### config.mk
export PLATFORM = sky130hd
export DESIGN_NAME = conv_pacer
export DESIGN_NICKNAME = d
export VERILOG_FILES = /design/src/rtl/pacer_pkg.sv /design/src/rtl/pacer_prescale.sv /design/src/rtl/pacer_divider.sv /design/src/rtl/pacer_sync.sv /design/src/rtl/conv_pacer.sv
export SDC_FILE = /design/constraint.sdc
export NUM_CORES = 1
export LEC_CHECK = 0
export CAP_MARGIN = 20
export CORE_MARGIN = 2
export CORE_UTILIZATION = 64
export DETAILED_ROUTE_END_ITERATION = 7
export DONT_BUFFER_PORTS = 1
export HOLD_SLACK_MARGIN = 0.15
export PLACE_DENSITY = 0.8
export SLEW_MARGIN = 15
export SYNTH_ARGS = -nofsm -noshare
export SYNTH_HDL_FRONTEND = slang
export SYNTH_SLANG_ARGS = --single-unit
### constraint.sdc
create_clock -name clk -period 6.05 [get_ports clk]
set_input_delay 1.5125 -clock clk [delete_from_list [all_inputs] [get_ports clk]]
set_output_delay 1.5125 -clock clk [all_outputs]
set_load 0.05 [all_outputs]
### src/rtl/pacer_pkg.sv
package pacer_pkg;
    localparam int DIV_W   = 16;
    localparam int ADDR_W  = 2;
    localparam int PRESCALE = 10;

    localparam logic [ADDR_W-1:0] ADR_DIV_A = 2'd0;
    localparam logic [ADDR_W-1:0] ADR_DIV_B = 2'd1;
    localparam logic [ADDR_W-1:0] ADR_CTRL  = 2'd2;
    localparam logic [ADDR_W-1:0] ADR_SOFT  = 2'd3;

    typedef enum logic [1:0] {
        SRC_NONE  = 2'd0,
        SRC_PACER = 2'd1,
        SRC_SOFT  = 2'd2,
        SRC_EXT   = 2'd3
    } src_sel_e;

    typedef struct packed {
        logic [DIV_W-1:0] div_a;
        logic [DIV_W-1:0] div_b;
        src_sel_e         src;
        logic             slow;
        logic             gate_en;
        logic             trig_prev;
        logic             start;
    } ctl_state_t;
endpackage

### src/rtl/pacer_prescale.sv
module pacer_prescale #(
    parameter int RATIO = 10
) (
    input  logic clk,
    input  logic rst_n,
    input  logic clr_i,
    input  logic slow_i,
    output logic tick_o
);
    localparam int CW = $clog2(RATIO);
    localparam logic [CW-1:0] LAST = CW'(RATIO - 1);

    logic [CW-1:0] cnt_d, cnt_q;

    always_comb begin
        tick_o = !slow_i || (cnt_q == LAST);
        if (clr_i || !slow_i || cnt_q == LAST)
            cnt_d = '0;
        else
            cnt_d = cnt_q + 1'b1;
    end

    always_ff @(posedge clk or negedge rst_n) begin
        if (!rst_n) cnt_q <= '0;
        else        cnt_q <= cnt_d;
    end

    // On the slow timebase two ticks are never adjacent.
    assert_slow_spacing_R3: assert property (@(posedge clk) disable iff (!rst_n)
        (slow_i && tick_o && !clr_i) |=> (!tick_o || !slow_i));
endmodule

### src/rtl/pacer_divider.sv
module pacer_divider #(
    parameter int W = 16
) (
    input  logic         clk,
    input  logic         rst_n,
    input  logic         clr_i,
    input  logic         en_i,
    input  logic [W-1:0] div_i,
    output logic         pulse_o
);
    logic [W-1:0] count_d, count_q;
    logic [W-1:0] div_eff;
    logic         wrap;

    always_comb begin
        div_eff = (div_i < W'(2)) ? W'(2) : div_i;
        wrap    = count_q >= (div_eff - W'(1));
        pulse_o = en_i && wrap && !clr_i;
        count_d = count_q;
        if (clr_i)
            count_d = '0;
        else if (en_i && wrap)
            count_d = '0;
        else if (en_i)
            count_d = count_q + W'(1);
    end

    always_ff @(posedge clk or negedge rst_n) begin
        if (!rst_n) count_q <= '0;
        else        count_q <= count_d;
    end

    assert_clear_zero_R8: assert property (@(posedge clk) disable iff (!rst_n)
        clr_i |=> (count_q == '0));
endmodule

### src/rtl/pacer_sync.sv
module pacer_sync #(
    parameter int N = 2
) (
    input  logic         clk,
    input  logic         rst_n,
    input  logic [N-1:0] async_i,
    output logic [N-1:0] lvl_o
);
    logic [N-1:0] meta_d, meta_q, stab_d, stab_q;

    always_comb begin
        meta_d = async_i;
        stab_d = meta_q;
        lvl_o  = stab_q;
    end

    always_ff @(posedge clk or negedge rst_n) begin
        if (!rst_n) begin
            meta_q <= '0;
            stab_q <= '0;
        end else begin
            meta_q <= meta_d;
            stab_q <= stab_d;
        end
    end
endmodule

### src/rtl/conv_pacer.sv
module conv_pacer
    import pacer_pkg::*;
(
    input  logic              clk,
    input  logic              rst_n,
    input  logic              wr_en,
    input  logic [ADDR_W-1:0] wr_addr,
    input  logic [DIV_W-1:0]  wr_data,
    input  logic              ext_trig,
    input  logic              ext_gate,
    output logic              conv_start
);
    ctl_state_t st_d, st_q;
    logic       clr, sw_hit, tick, pulse_a, pace_pulse;
    logic       trig_lvl, gate_lvl, trig_rise, gate_ok;
    logic [1:0] sync_lvl;

    pacer_sync #(.N(2)) u_sync (
        .clk(clk), .rst_n(rst_n),
        .async_i({ext_gate, ext_trig}),
        .lvl_o(sync_lvl)
    );

    pacer_prescale #(.RATIO(PRESCALE)) u_pre (
        .clk(clk), .rst_n(rst_n), .clr_i(clr),
        .slow_i(st_q.slow), .tick_o(tick)
    );

    pacer_divider #(.W(DIV_W)) u_div_a (
        .clk(clk), .rst_n(rst_n), .clr_i(clr), .en_i(tick),
        .div_i(st_q.div_a), .pulse_o(pulse_a)
    );

    pacer_divider #(.W(DIV_W)) u_div_b (
        .clk(clk), .rst_n(rst_n), .clr_i(clr), .en_i(pulse_a),
        .div_i(st_q.div_b), .pulse_o(pace_pulse)
    );

    always_comb begin
        trig_lvl  = sync_lvl[0];
        gate_lvl  = sync_lvl[1];
        trig_rise = trig_lvl && !st_q.trig_prev;
        gate_ok   = !st_q.gate_en || gate_lvl;

        st_d           = st_q;
        st_d.trig_prev = trig_lvl;
        clr            = 1'b0;
        sw_hit         = 1'b0;

        if (wr_en) begin
            case (wr_addr)
                ADR_DIV_A: st_d.div_a = wr_data;
                ADR_DIV_B: st_d.div_b = wr_data;
                ADR_CTRL: begin
                    st_d.src     = src_sel_e'(wr_data[1:0]);
                    st_d.slow    = wr_data[2];
                    st_d.gate_en = wr_data[3];
                    clr          = 1'b1;
                end
                default:   sw_hit = 1'b1;
            endcase
        end

        case (st_q.src)
            SRC_PACER: st_d.start = pace_pulse && gate_ok;
            SRC_SOFT:  st_d.start = sw_hit;
            SRC_EXT:   st_d.start = trig_rise;
            default:   st_d.start = 1'b0;
        endcase
    end

    always_ff @(posedge clk or negedge rst_n) begin
        if (!rst_n) begin
            st_q.div_a     <= DIV_W'(2);
            st_q.div_b     <= DIV_W'(2);
            st_q.src       <= SRC_NONE;
            st_q.slow      <= 1'b0;
            st_q.gate_en   <= 1'b0;
            st_q.trig_prev <= 1'b0;
            st_q.start     <= 1'b0;
        end else begin
            st_q <= st_d;
        end
    end

    assign conv_start = st_q.start;

    assert_none_silent_R9: assert property (@(posedge clk) disable iff (!rst_n)
        (st_q.src == SRC_NONE) |=> !conv_start);

    assert_gate_hold_R7: assert property (@(posedge clk) disable iff (!rst_n)
        (st_q.src == SRC_PACER && st_q.gate_en && !gate_lvl) |=> !conv_start);

    assert_pacer_single_R10: assert property (@(posedge clk) disable iff (!rst_n)
        (conv_start && st_q.src == SRC_PACER) |=> !conv_start);

    assert_edge_single_R6: assert property (@(posedge clk) disable iff (!rst_n)
        trig_rise |=> !trig_rise);
endmodule

==> results of run 1 <==
-- cells in the final DEF (no fill, tap or decap), drive strengths merged, types with 3 or more instances in the layout --
cell / Yosys / final
a211oi: 3 / 3
a21oi: 20 / 20
a31oi: 3 / 3
and3: 7 / 7
buf: 6 / 3
clkbuf: 5 / 11
clkinvlp: 0 / 4
dfrtp: 76 / 76
ha: 38 / 38
inv: 15 / 15
mux2: 32 / 32
nand2: 52 / 52
nand2b: 5 / 5
nand3: 27 / 27
nand3b: 3 / 3
nand4: 16 / 16
nor2: 39 / 39
nor3: 14 / 14
nor4: 12 / 12
o211ai: 4 / 4
o21ai: 14 / 14
o311ai: 3 / 3
or3: 8 / 8
xnor2: 26 / 26
xor2: 10 / 10
-- worst register-to-register path, cell delays in order (launching register included) --
cell and delay (ns):
dfrtp_1 0.43, or4_4 0.56, or3_4 0.37, nor3_4 0.18, nand3_1 0.17, nand2_1 0.15
ha_1 0.19, nand2b_1 0.08, nor4_1 0.46, inv_1 0.18, or3_1 0.37, xor2_1 0.16
ha_1 0.27, nand4_1 0.07, nor2_1 0.12, nor4b_2 0.41, o31a_1 0.22, buf_4 0.26
nand2_1 0.26, o311ai_1 0.38
-- layout make-up --
| cell class | instances | area [um^2] | share of cell area [%] |
|---|---|---|---|
| Multi-Input combinational cell | 365 | 2630 | 52.8 |
| Inverter | 15 | 56.3 | 1.13 |
| Clock inverter | 5 | 60.1 | 1.21 |
| Clock buffer | 11 | 131 | 2.64 |
| Timing Repair Buffer | 3 | 22.5 | 0.453 |
| Sequential cell | 78 | 1950 | 39.3 |
| Tap cell | 99 | 124 | 2.49 |
-- power breakdown --
group	switching, mW	internal (mW)
combinational	0.138	0.144
clock	0.198	0.191
sequential	0.0846	0.589
-- cell families (layout without fill, tap and decap cells) --
kind of cell | Yosys count | after routing | share of synthesized area (%)
flip-flops | 78 | 78 | 41.9
XOR/XNOR | 36 | 36 | 6.75
AO/OA/AOI/OAI | 64 | 64 | 9.27
adder cells (fa/ha/maj) | 38 | 38 | 10.2
multiplexers | 34 | 34 | 8.15
buffers and inverters | 26 | 34 | 2.25
AND/OR/NAND/NOR | 193 | 193 | 21.5
-- final timing paths --
check,startpoint,to,depth (start not counted)
setup reg to reg,st_q[30]$_DFFE_PN0P_,u_div_b.count_q[12]$_DFFE_PN0P_,19
hold / removal,u_sync.meta_q[0]$_DFF_PN0_,u_sync.lvl_o[0]$_DFF_PN0_,0
min in group asynchronous,rst_n,st_q[20]$_DFFE_PN0P_,0
setup / recovery,st_q[30]$_DFFE_PN0P_,u_div_b.count_q[12]$_DFFE_PN0P_,19
max in group asynchronous,rst_n,st_q[7]$_DFFE_PN1P_,0
hold reg to reg,u_sync.meta_q[0]$_DFF_PN0_,u_sync.lvl_o[0]$_DFF_PN0_,0
-- registers in the layout, summed over array words and instances (netlist names) --
| signal | count |
|---|---|
| u_sync.meta_q | 2 |
| conv_start | 1 |
| u_sync.lvl_o | 2 |
| u_div_b.count_q | 16 |
| u_div_a.count_q | 16 |
| u_pre.cnt_q | 4 |
| st_q | 37 |
-- metal layers --
metal	share of wire, %	vias up	global-route usage (%)
li1	-	1714	-
met1	46	1719	36.1
met2	46	110	41.0
met3	6.1	13	7.02
met4	1.4	0	8.68
met5	0	-	0
-- through the flow --
step / std cells / worst slack [ns] / power (mW) / utilization (%) / area [um^2]
floorplan: 469 / 1.62 / 0.888 / - / 4670
global placement: 560 / 1.07 / 0.941 / 66.6 / 4780
detailed placement: 560 / 0.716 / 0.960 / 66.6 / 4780
CTS: 576 / 0.697 / 1.35 / 69.2 / 4970
global route: 576 / 0.334 / 1.42 / 69.3 / 4970
finish: 576 / 0.663 / 1.34 / 69.3 / 4970
==> out/qor.yml, run 1 <==
syn_nets: 530
cts_buffers: 9
antenna_found_initial: 0
drtPass1Iterations: 5
grt_pass1_vias: 3368
gp_congestion: 0.874
crit_path_end_kind: "register"
diodes: 0
clock_skew_ns: 0.0109
synth_edf_count: 0
synth_top_area_cell: "dfrtp_1"
critPathBufInv: 2
root_buffer: "clkbuf_8"
dieArea_um2: 7990
critPathSlowestCell: "or4_4"
arrival_ns: 5.63
fillCellCount: 569
drc: 0
wirelength_mm: 9.93
synth.yosys.warnings: 0
drive_gt1_share_pct: 13.4
p_leak_nw: 2.05
hold_class: "reg -> reg"
ys_seq_elements: 78
cts.clk_slew.worst_paths_ns: 0.08
start_util_pct: 65.1
post-cts-setup-buffers: 0
grt_max_degree: 79
min_period_over_period_pct: 89.0
seq_area_frac_synth_pct: 41.9
io_pins: 24
area_delta_synth_final_pct: 6.54
hold_violations: 0
coreArea_um2: 7180
maxSlewHeadroom_pct: 37.5
fin_tns_setup_ns: 0
async_flop_share_pct: 100
irDropWorstVdd_mv: 0.201
crit_chain: "or4_4, or3_4, nor3_4, nand3_1, nand2_1, ha_1, nand2b_1, nor4_1, inv_1, or3_1, xor2_1, ha_1, nand4_1, nor2_1, nor4b_2, o31a_1, buf_4, nand2_1, o311ai_1"
synth_common_cells: "76 x dfrtp_1, 51 x nand2_1, 39 x nor2_1"
num_vias: 3556
dr.first_iter.drc_count: 252
synth_top_area_share_pct: 40.7
track_usage_pct: 26.4
synth_area_per_cell_um2: 9.95
rows: 31
nNetsFinal: 533
cts_hold_buf: 0
netlist_instances: 469
cts_tree: "yes"
hold_slack_ns: 0.356
synthFlopType: "dfrtp_1"
cts_resized: 0
cp-start-kind: "register"
h-tree-depth: 3
portBuffers: 0
slew_viol_final: 0
grt_overflow: 0
syn_area_um2: 4670
ys_top_cells_by_area: "dfrtp_1 41%, ha_1 10%, mux2_2 7.7%, xnor2_1 4.9%, nand2_1 4.1%"
powerDensity_nw_per_um2: 270
path_max_fanout: 22
fp.dieH_um: 89.4
clock_latency_ns: 0.36
grt_pass1_wl_mm: 16.0
critPathTopFamily: "simple AND/OR/NAND/NOR gates"
synth.most_common_cell: "dfrtp_1"
crit_type: "reg -> reg"
worst_slew_pin_slew_ns: 0.934
rsz0062_at_grt: "no"
max-cap-violations: 0
via_per_inst: 6.17
die_w_um: 89.4
place_hpwl_mm: 7.31
min_period_ns: 5.39
timing.fmax_ghz: 0.186
setup_viol: 0
max_stage_delay_ns: 0.56
drt-wirelength-per-cell_um: 17.2
reg2reg_setup_slack_ns: 0.66
ant_nets: 0
clock_path_buffers: 2
outcome: "completed"
clock-sinks: 78
synth_cell_types: 51
critPathRequiredTime_ns: 6.29
(Power assumes the default switching activity.)
==> inputs of run 2 (changes only) <==
--- a/config.mk
+++ b/config.mk
@@ -6,6 +6,7 @@
 export NUM_CORES = 1
 export LEC_CHECK = 0
 export CAP_MARGIN = 20
+export CORE_ASPECT_RATIO = 0.8
 export CORE_MARGIN = 2
 export CORE_UTILIZATION = 64
 export DETAILED_ROUTE_END_ITERATION = 7
==> run 2 against run 1 <==
Sequential cell count is the same. Clock power hardly changed. Total power is 0.41% higher. Combinational power is 3% higher. Sequential power barely moved. Critical path type unchanged. Largest cell class unchanged.
==> out/qor.yml, run 2 (synthesis gave the netlist of run 1 again) <==
place_hpwl_mm: 7.33  # +0.32%
ant_nets: 0  # unchanged
clock-sinks: 78  # unchanged
maxSlewHeadroom_pct: 37.9  # +0.36 points
timing.fmax_ghz: 0.182  # -2.2%
setup_viol: 0  # unchanged
fp.dieH_um: 80.4  # -10%
h-tree-depth: 3  # unchanged
cts.clk_slew.worst_paths_ns: 0.08  # about the same
highest_layer: "met4"
crit_path_end_kind: "register"
final_area_um2: 4960  # -0.35%
grt_pass1_wl_mm: 17.2  # +7.2%
outcome: "completed"
drc: 0  # unchanged
dr_wl_met3_um: 636  # +4.6%
max-cap-violations: 0  # unchanged
ff2ff_path_depth: 18  # -1
wirelength_met1_mm: 4.68  # +1.8%
critical_path.startpoint: "st_q[30]$_DFFE_PN0P_"
r2r-start: "st_q[30]$_DFFE_PN0P_"
area_delta_synth_final_pct: 6.16
grt_pass1_vias: 3519  # +4.5%
arrival_ns: 5.76  # +0.13 ns
wl_met2_mm: 4.56  # -0.44%
cts_hold_buf: 0  # unchanged
r2r-end: "u_div_b.count_q[12]$_DFFE_PN0P_"
cts_tree: "yes"
portBuffers: 0  # unchanged
fin_tns_setup_ns: 0  # unchanged
io_pins: 24  # unchanged
cts_resized: 0  # unchanged
drive_gt1_share_pct: 13.8  # +0.42 points
reg_top3: "st_q x37, u_div_a.count_q x16, u_div_b.count_q x16"
antenna_found_initial: 0  # unchanged
min_period_ns: 5.51  # +0.122 ns
p_leak_nw: 2.06  # +0.57%
die_w_um: 99.5  # +11%
final_common_cell: "dfrtp_1"
grt_max_degree: 79  # unchanged
start_util_pct: 67.1  # +2.0 points
post-cts-setup-buffers: 0  # unchanged
grt_overflow: 0  # unchanged
critPathRequiredTime_ns: 6.30  # about the same
reg2reg_setup_slack_ns: 0.54  # -0.12 ns
rsz0062_at_grt: "no"
drtPass1Iterations: 4  # -1
via_per_inst: 6.40  # +3.7%
clock_latency_ns: 0.36  # about the same
clock_skew_ns: 0.0106  # -0.000244 ns
gp_congestion: 0.880  # +0.76%
coreArea_um2: 6960  # -3.0%
clock_path_buffers: 2  # unchanged
top_register: "st_q"
rows: 27  # -13%
dr.first_iter.drc_count: 197  # -22%
irDropWorstVdd_mv: 0.212  # +5.8%
worst_slew_pin_slew_ns: 0.929  # -0.00542 ns
nNetsFinal: 534  # +0.19%
root_buffer: "clkbuf_8"
dpl_worst_slack_ns: 0.647  # -0.0698 ns
endpoint: "u_div_b.count_q[12]$_DFFE_PN0P_"
largest_reg_flops: 37  # unchanged
fin_ws_ns: 0.541  # -0.122 ns
wirelength_mm: 10.0  # +0.68%
path_max_fanout: 11  # -50%
num_vias: 3611  # +1.5%
final_cell_mix: "76 x dfrtp_1, 51 x nand2_1, 39 x nor2_1"
hold_class: "reg -> reg"
track_usage_pct: 27.6  # +1.2 points
diodes: 0  # unchanged
cts_buffers: 9  # unchanged
dieArea_um2: 8000  # about the same
drt-wirelength-per-cell_um: 17.7  # +2.8%
crit_type: "reg -> reg"
hold_violations: 0  # unchanged
place_area_um2: 4770  # -0.16%
powerDensity_nw_per_um2: 272  # +0.77%
cp-start-kind: "register"
min_period_over_period_pct: 91.1  # +2.0 points
slew_viol_final: 0  # unchanged
[run 2: cell types whose count changed in the layout (fill, tap and decap cells not counted)]
| cell | previous run | this run |
|---|---|---|
| clkinv_2 | 0 | 2 |
| nor3b_4 | 1 | 0 |
| clkinvlp_4 | 4 | 2 |
| nor3b_2 | 0 | 1 |
| buf_4 | 3 | 4 |
| clkinv_4 | 0 | 1 |
| clkbuf_1 | 2 | 0 |
[run 2: area by class of cell]
type	instances	area, um^2
timing repair buffer	4	30.0
fill	527	2000
clock inverter	6	63.8
clock buffer	9	124
tap	87	109
inverter	15	56.3
multi-input combinational	365	2620
sequential	78	1950
[run 2: report_power, final]
part           internal (mW)  total, mW  switching [mW]
Sequential             0.589      0.673          0.0844
Clock                  0.187      0.387           0.199
Combinational          0.146      0.290           0.144
[run 2: per-stage QoR]
step	hold WS, ns	cells	util, %	power [mW]
detailed placement	0.344	549	68.5	0.959
global placement	0.335	548	68.4	0.938
floorplan	0.331	469	-	0.888
global route	0.374	564	71.2	1.43
CTS	0.363	564	71.2	1.35
finish	0.359	564	71.2	1.35
[run 2: worst max-delay path: stages, from the launching register on]
cell      delay (ns)
dfrtp_1         0.42
or4_4           0.56
or3_4           0.37
nor3_4          0.19
nand3_1         0.18
nand2_1         0.14
ha_1            0.19
nand2b_1        0.08
nor4_1          0.48
inv_1           0.18
or3_1           0.36
xor2_1          0.16
ha_1            0.28
nand4_1         0.09
nor2_1          0.14
nor4b_2         0.40
o31a_1          0.49
nand2_1         0.33
o311ai_1        0.37
[run 2: how the worst min path moves through the flow]
stage / start / end / slack [ns] / depth (start not counted)
global placement: u_sync.meta_q[1]$_DFF_PN0_ / u_sync.lvl_o[1]$_DFF_PN0_ / 0.33 / 0
global route: u_sync.meta_q[1]$_DFF_PN0_ / u_sync.lvl_o[1]$_DFF_PN0_ / 0.37 / 0
finish: u_sync.meta_q[0]$_DFF_PN0_ / u_sync.lvl_o[0]$_DFF_PN0_ / 0.36 / 0
detailed placement: u_sync.meta_q[0]$_DFF_PN0_ / u_sync.lvl_o[0]$_DFF_PN0_ / 0.34 / 0
CTS: u_sync.meta_q[0]$_DFF_PN0_ / u_sync.lvl_o[0]$_DFF_PN0_ / 0.36 / 0
floorplan: u_sync.meta_q[0]$_DFF_PN0_ / u_sync.lvl_o[0]$_DFF_PN0_ / 0.33 / 0
[run 2: routing by layer]
| layer | GRT usage (%) | up-vias |
|---|---|---|
| met5 | 0 | - |
| met4 | 7.12 | 0 |
| met3 | 7.57 | 11 |
| met2 | 40.9 | 101 |
| met1 | 40.4 | 1783 |
| li1 | - | 1716 |
==> inputs of run 3 (changes only) <==
--- a/config.mk
+++ b/config.mk
@@ -16,4 +16,5 @@
 export SLEW_MARGIN = 15
 export SYNTH_ARGS = -nofsm -noshare
 export SYNTH_HDL_FRONTEND = slang
+export SYNTH_HIERARCHICAL = 1
 export SYNTH_SLANG_ARGS = --single-unit
==> run 3 against run 2 <==
Critical path type unchanged. Largest cell class unchanged. Count of clock-buffer cells in the layout grew 1. Total power increased by 6.8%. Sequential cell count unchanged. Register-to-register slack gained 0.21 ns. Global-route usage down 2.8 points.
==> out/qor.yml, run 3 <==
critPathBufInv: 1  # unchanged
grt_util_met1_pct: 34.3  # -6.1 points
synth.most_common_cell: "dfrtp_1"
track_usage_pct: 24.8  # -2.8 points
cts_resized: 0  # unchanged
largest_reg_flops: 37  # unchanged
coreArea_um2: 7290  # +4.7%
dpl_worst_slack_ns: 1.03  # +0.384 ns
clock_path_buffers: 2  # unchanged
synth_top_area_cell: "dfrtp_1"
worst_slew_pin_slew_ns: 0.950  # +0.0207 ns
p_leak_nw: 2.22  # +7.8%
wirelength_mm: 9.46  # -5.4%
max-cap-violations: 0  # unchanged
top_usage_layer: "met2"
root_buffer: "clkbuf_8"
ys_top_cells_by_area: "dfrtp_1 40%, ha_1 10%, mux2_2 8.8%, a31oi_1 3.4%, a21oi_1 3.0%"
post-cts-setup-buffers: 0  # unchanged
top_register: "st_q"
h-tree-depth: 3  # unchanged
grt_pass1_wl_mm: 15.7  # -8.6%
antenna_found_initial: 0  # unchanged
drt-wirelength-per-cell_um: 17.2  # -3.0%
synth_edf_count: 0  # unchanged
clock_latency_ns: 0.36  # about the same
drive_gt1_share_pct: 15.9  # +2.0 points
diodes: 0  # unchanged
min_period_over_period_pct: 87.6  # -3.5 points
fin_ws_ns: 0.753  # +0.212 ns
rsz0062_at_grt: "no"
place_inst: 534  # -2.7%
via_per_inst: 6.47  # +1.0%
timing.fmax_ghz: 0.189  # +4.0%
cp-start-kind: "register"
cts_tree: "yes"
hold_violations: 0  # unchanged
synth_top_area_share_pct: 40.2  # -0.56 points
combPwrFrac_pct: 20.2  # -1.3 points
place_hpwl_mm: 6.86  # -6.5%
grt_pass1_vias: 3303  # -6.1%
outcome: "completed"
synth.yosys.warnings: 6  # +6
start_util_pct: 65.0  # -2.1 points
crit_type: "reg -> reg"
num_vias: 3557  # -1.5%
maxSlewHeadroom_pct: 36.3  # -1.5 points
ant_nets: 0  # unchanged
gr-usage-met2_pct: 38.3  # -2.6 points
syn_area_um2: 4730  # +1.4%
path_max_fanout: 29  # +18
dr.first_iter.drc_count: 256  # +30%
arrival_ns: 5.57  # -0.19 ns
netlist_instances: 453  # -3.4%
fin_tns_setup_ns: 0  # unchanged
power_frac_seq_pct: 46.6  # -3.3 points
power_frac_clock_pct: 33.2  # +4.6 points
drc: 0  # unchanged
hold_class: "reg -> reg"
crit_path_end_kind: "register"
slew_viol_final: 0  # unchanged
p_switching_mw: 0.422  # -1.3%
met3_usage_pct: 7.49  # -0.085 points
dieArea_um2: 8100  # +1.3%
cts_buffers: 9  # unchanged
fp.dieH_um: 80.9  # +0.66%
utilization_pct: 68.7  # -2.5 points
final_area_um2: 5000  # +0.98%
gp_congestion: 0.791  # -10%
hold_slack_ns: 0.360  # +0.00116 ns
cts_hold_buf: 0  # unchanged
min_period_ns: 5.30  # -0.212 ns
setup_viol: 0  # unchanged
synthFlopType: "dfrtp_1"
p_int_mw: 1.02  # +11%
powerDensity_nw_per_um2: 288  # +5.8%
final_common_cell: "dfrtp_1"
fin_cells: 550  # -2.5%
seq_area_frac_synth_pct: 41.3  # -0.58 points
nNetsFinal: 516  # -3.4%
critPathSlowestCell: "nor4_1"
critPathTopFamily: "simple AND/OR/NAND/NOR gates"
reg_top3: "st_q x37, u_div_a/count_q x16, u_div_b/count_q x16"
critPathRequiredTime_ns: 6.32  # +0.02 ns
syn_nets: 514  # -3.0%
drtPass1Iterations: 4  # unchanged
synth_common_cells: "76 x dfrtp_1, 38 x ha_1, 37 x mux2_2"
io_pins: 24  # unchanged
portBuffers: 0  # unchanged
grt_overflow: 0  # unchanged
switching_share_pct: 29.2  # -2.4 points
max_stage_delay_ns: 0.60  # +0.04 ns
synth_area_per_cell_um2: 10.4  # +5.0%
synth_cell_types: 61  # +20%
rows: 28  # +3.7%
clock-sinks: 78  # unchanged
die_w_um: 100  # +0.67%
final_cell_mix: "76 x dfrtp_1, 38 x ha_1, 37 x mux2_2"
crit_chain: "nor3_1, nand4b_1, or2b_1, o21ai_0, ha_1, nand3_1, or3_4, nor3_2, xnor2_1, ha_1, nand2_1, nor4_1, a221oi_1, nor2_1, nand2b_1, a211oi_1, a21boi_1, buf_4, o21ai_0, a31oi_1"
ys_seq_elements: 78  # unchanged
async_flop_share_pct: 100  # unchanged
clock_skew_ns: 0.00651  # -0.00412 ns
area_delta_synth_final_pct: 5.74
cts.clk_slew.worst_paths_ns: 0.08  # about the same
grt_max_degree: 79  # unchanged
finalPower_mw: 1.44  # +6.8%
place_area_um2: 4760  # -0.21%
irDropWorstVdd_mv: 0.184  # -13%
==> run 3: cells by family after synthesis <==
kind of cell,after synthesis,share of synthesized area (%)
flops,78,41.3
buf+inv,18,2.64
mux,39,9.23
fa+ha+maj,38,10.0
compound gates,106,14.2
simple gates,151,18.3
xor+xnor,23,4.26
==> run 3: cell type report <==
cell class                      instances  area, um^2
Clock inverter                          6         109
Fill cell                             569        2280
Sequential cell                        78        1950
Tap cell                               90         113
Clock buffer                           10         138
Timing Repair Buffer                    1        7.51
Inverter                                8        30.0
Multi-Input combinational cell        357        2650
==> run 3: worst paths after layout <==
check	start	endpoint	slack (ns)	cells after the start
setup / recovery	st_q[30]$_DFFE_PN0P_	u_div_b/count_q[6]$_DFFE_PN0P_	0.75	20
hold / removal	u_sync/meta_q[0]$_DFF_PN0_	u_sync/lvl_o[0]$_DFF_PN0_	0.36	0
setup reg to reg	st_q[30]$_DFFE_PN0P_	u_div_b/count_q[6]$_DFFE_PN0P_	0.75	20
hold reg to reg	u_sync/meta_q[0]$_DFF_PN0_	u_sync/lvl_o[0]$_DFF_PN0_	0.36	0
max in group asynchronous	rst_n	st_q[23]$_DFFE_PN1P_	4.98	0
min in group asynchronous	rst_n	u_div_b/count_q[13]$_DFFE_PN0P_	0.84	0
==> run 3: per-layer routing <==
metal,vias to the layer above,part of all wire (%)
met5,-,0
met1,1756,48
li1,1693,-
met4,0,1.4
met3,14,6.1
met2,94,45
==> run 3: power by group through the flow <==
stage	clock network, mW	logic, mW	registers [mW]
finish	0.479	0.291	0.671
global route	0.509	0.328	0.682
CTS	0.491	0.291	0.671
detailed placement	0	0.288	0.681
global placement	0	0.272	0.675
floorplan	0	0.247	0.658
==> run 3: worst reg2reg max path: stages, from the launching register on <==
cell and delay [ns]:
dfrtp_1 0.43, nor3_1 0.35, nand4b_1 0.26, or2b_1 0.32, o21ai_0 0.25, ha_1 0.30
nand3_1 0.15, or3_4 0.38, nor3_2 0.15, xnor2_1 0.09, ha_1 0.27, nand2_1 0.07
nor4_1 0.60, a221oi_1 0.18, nor2_1 0.23, nand2b_1 0.10, a211oi_1 0.19, a21boi_1 0.18
buf_4 0.30, o21ai_0 0.18, a31oi_1 0.23
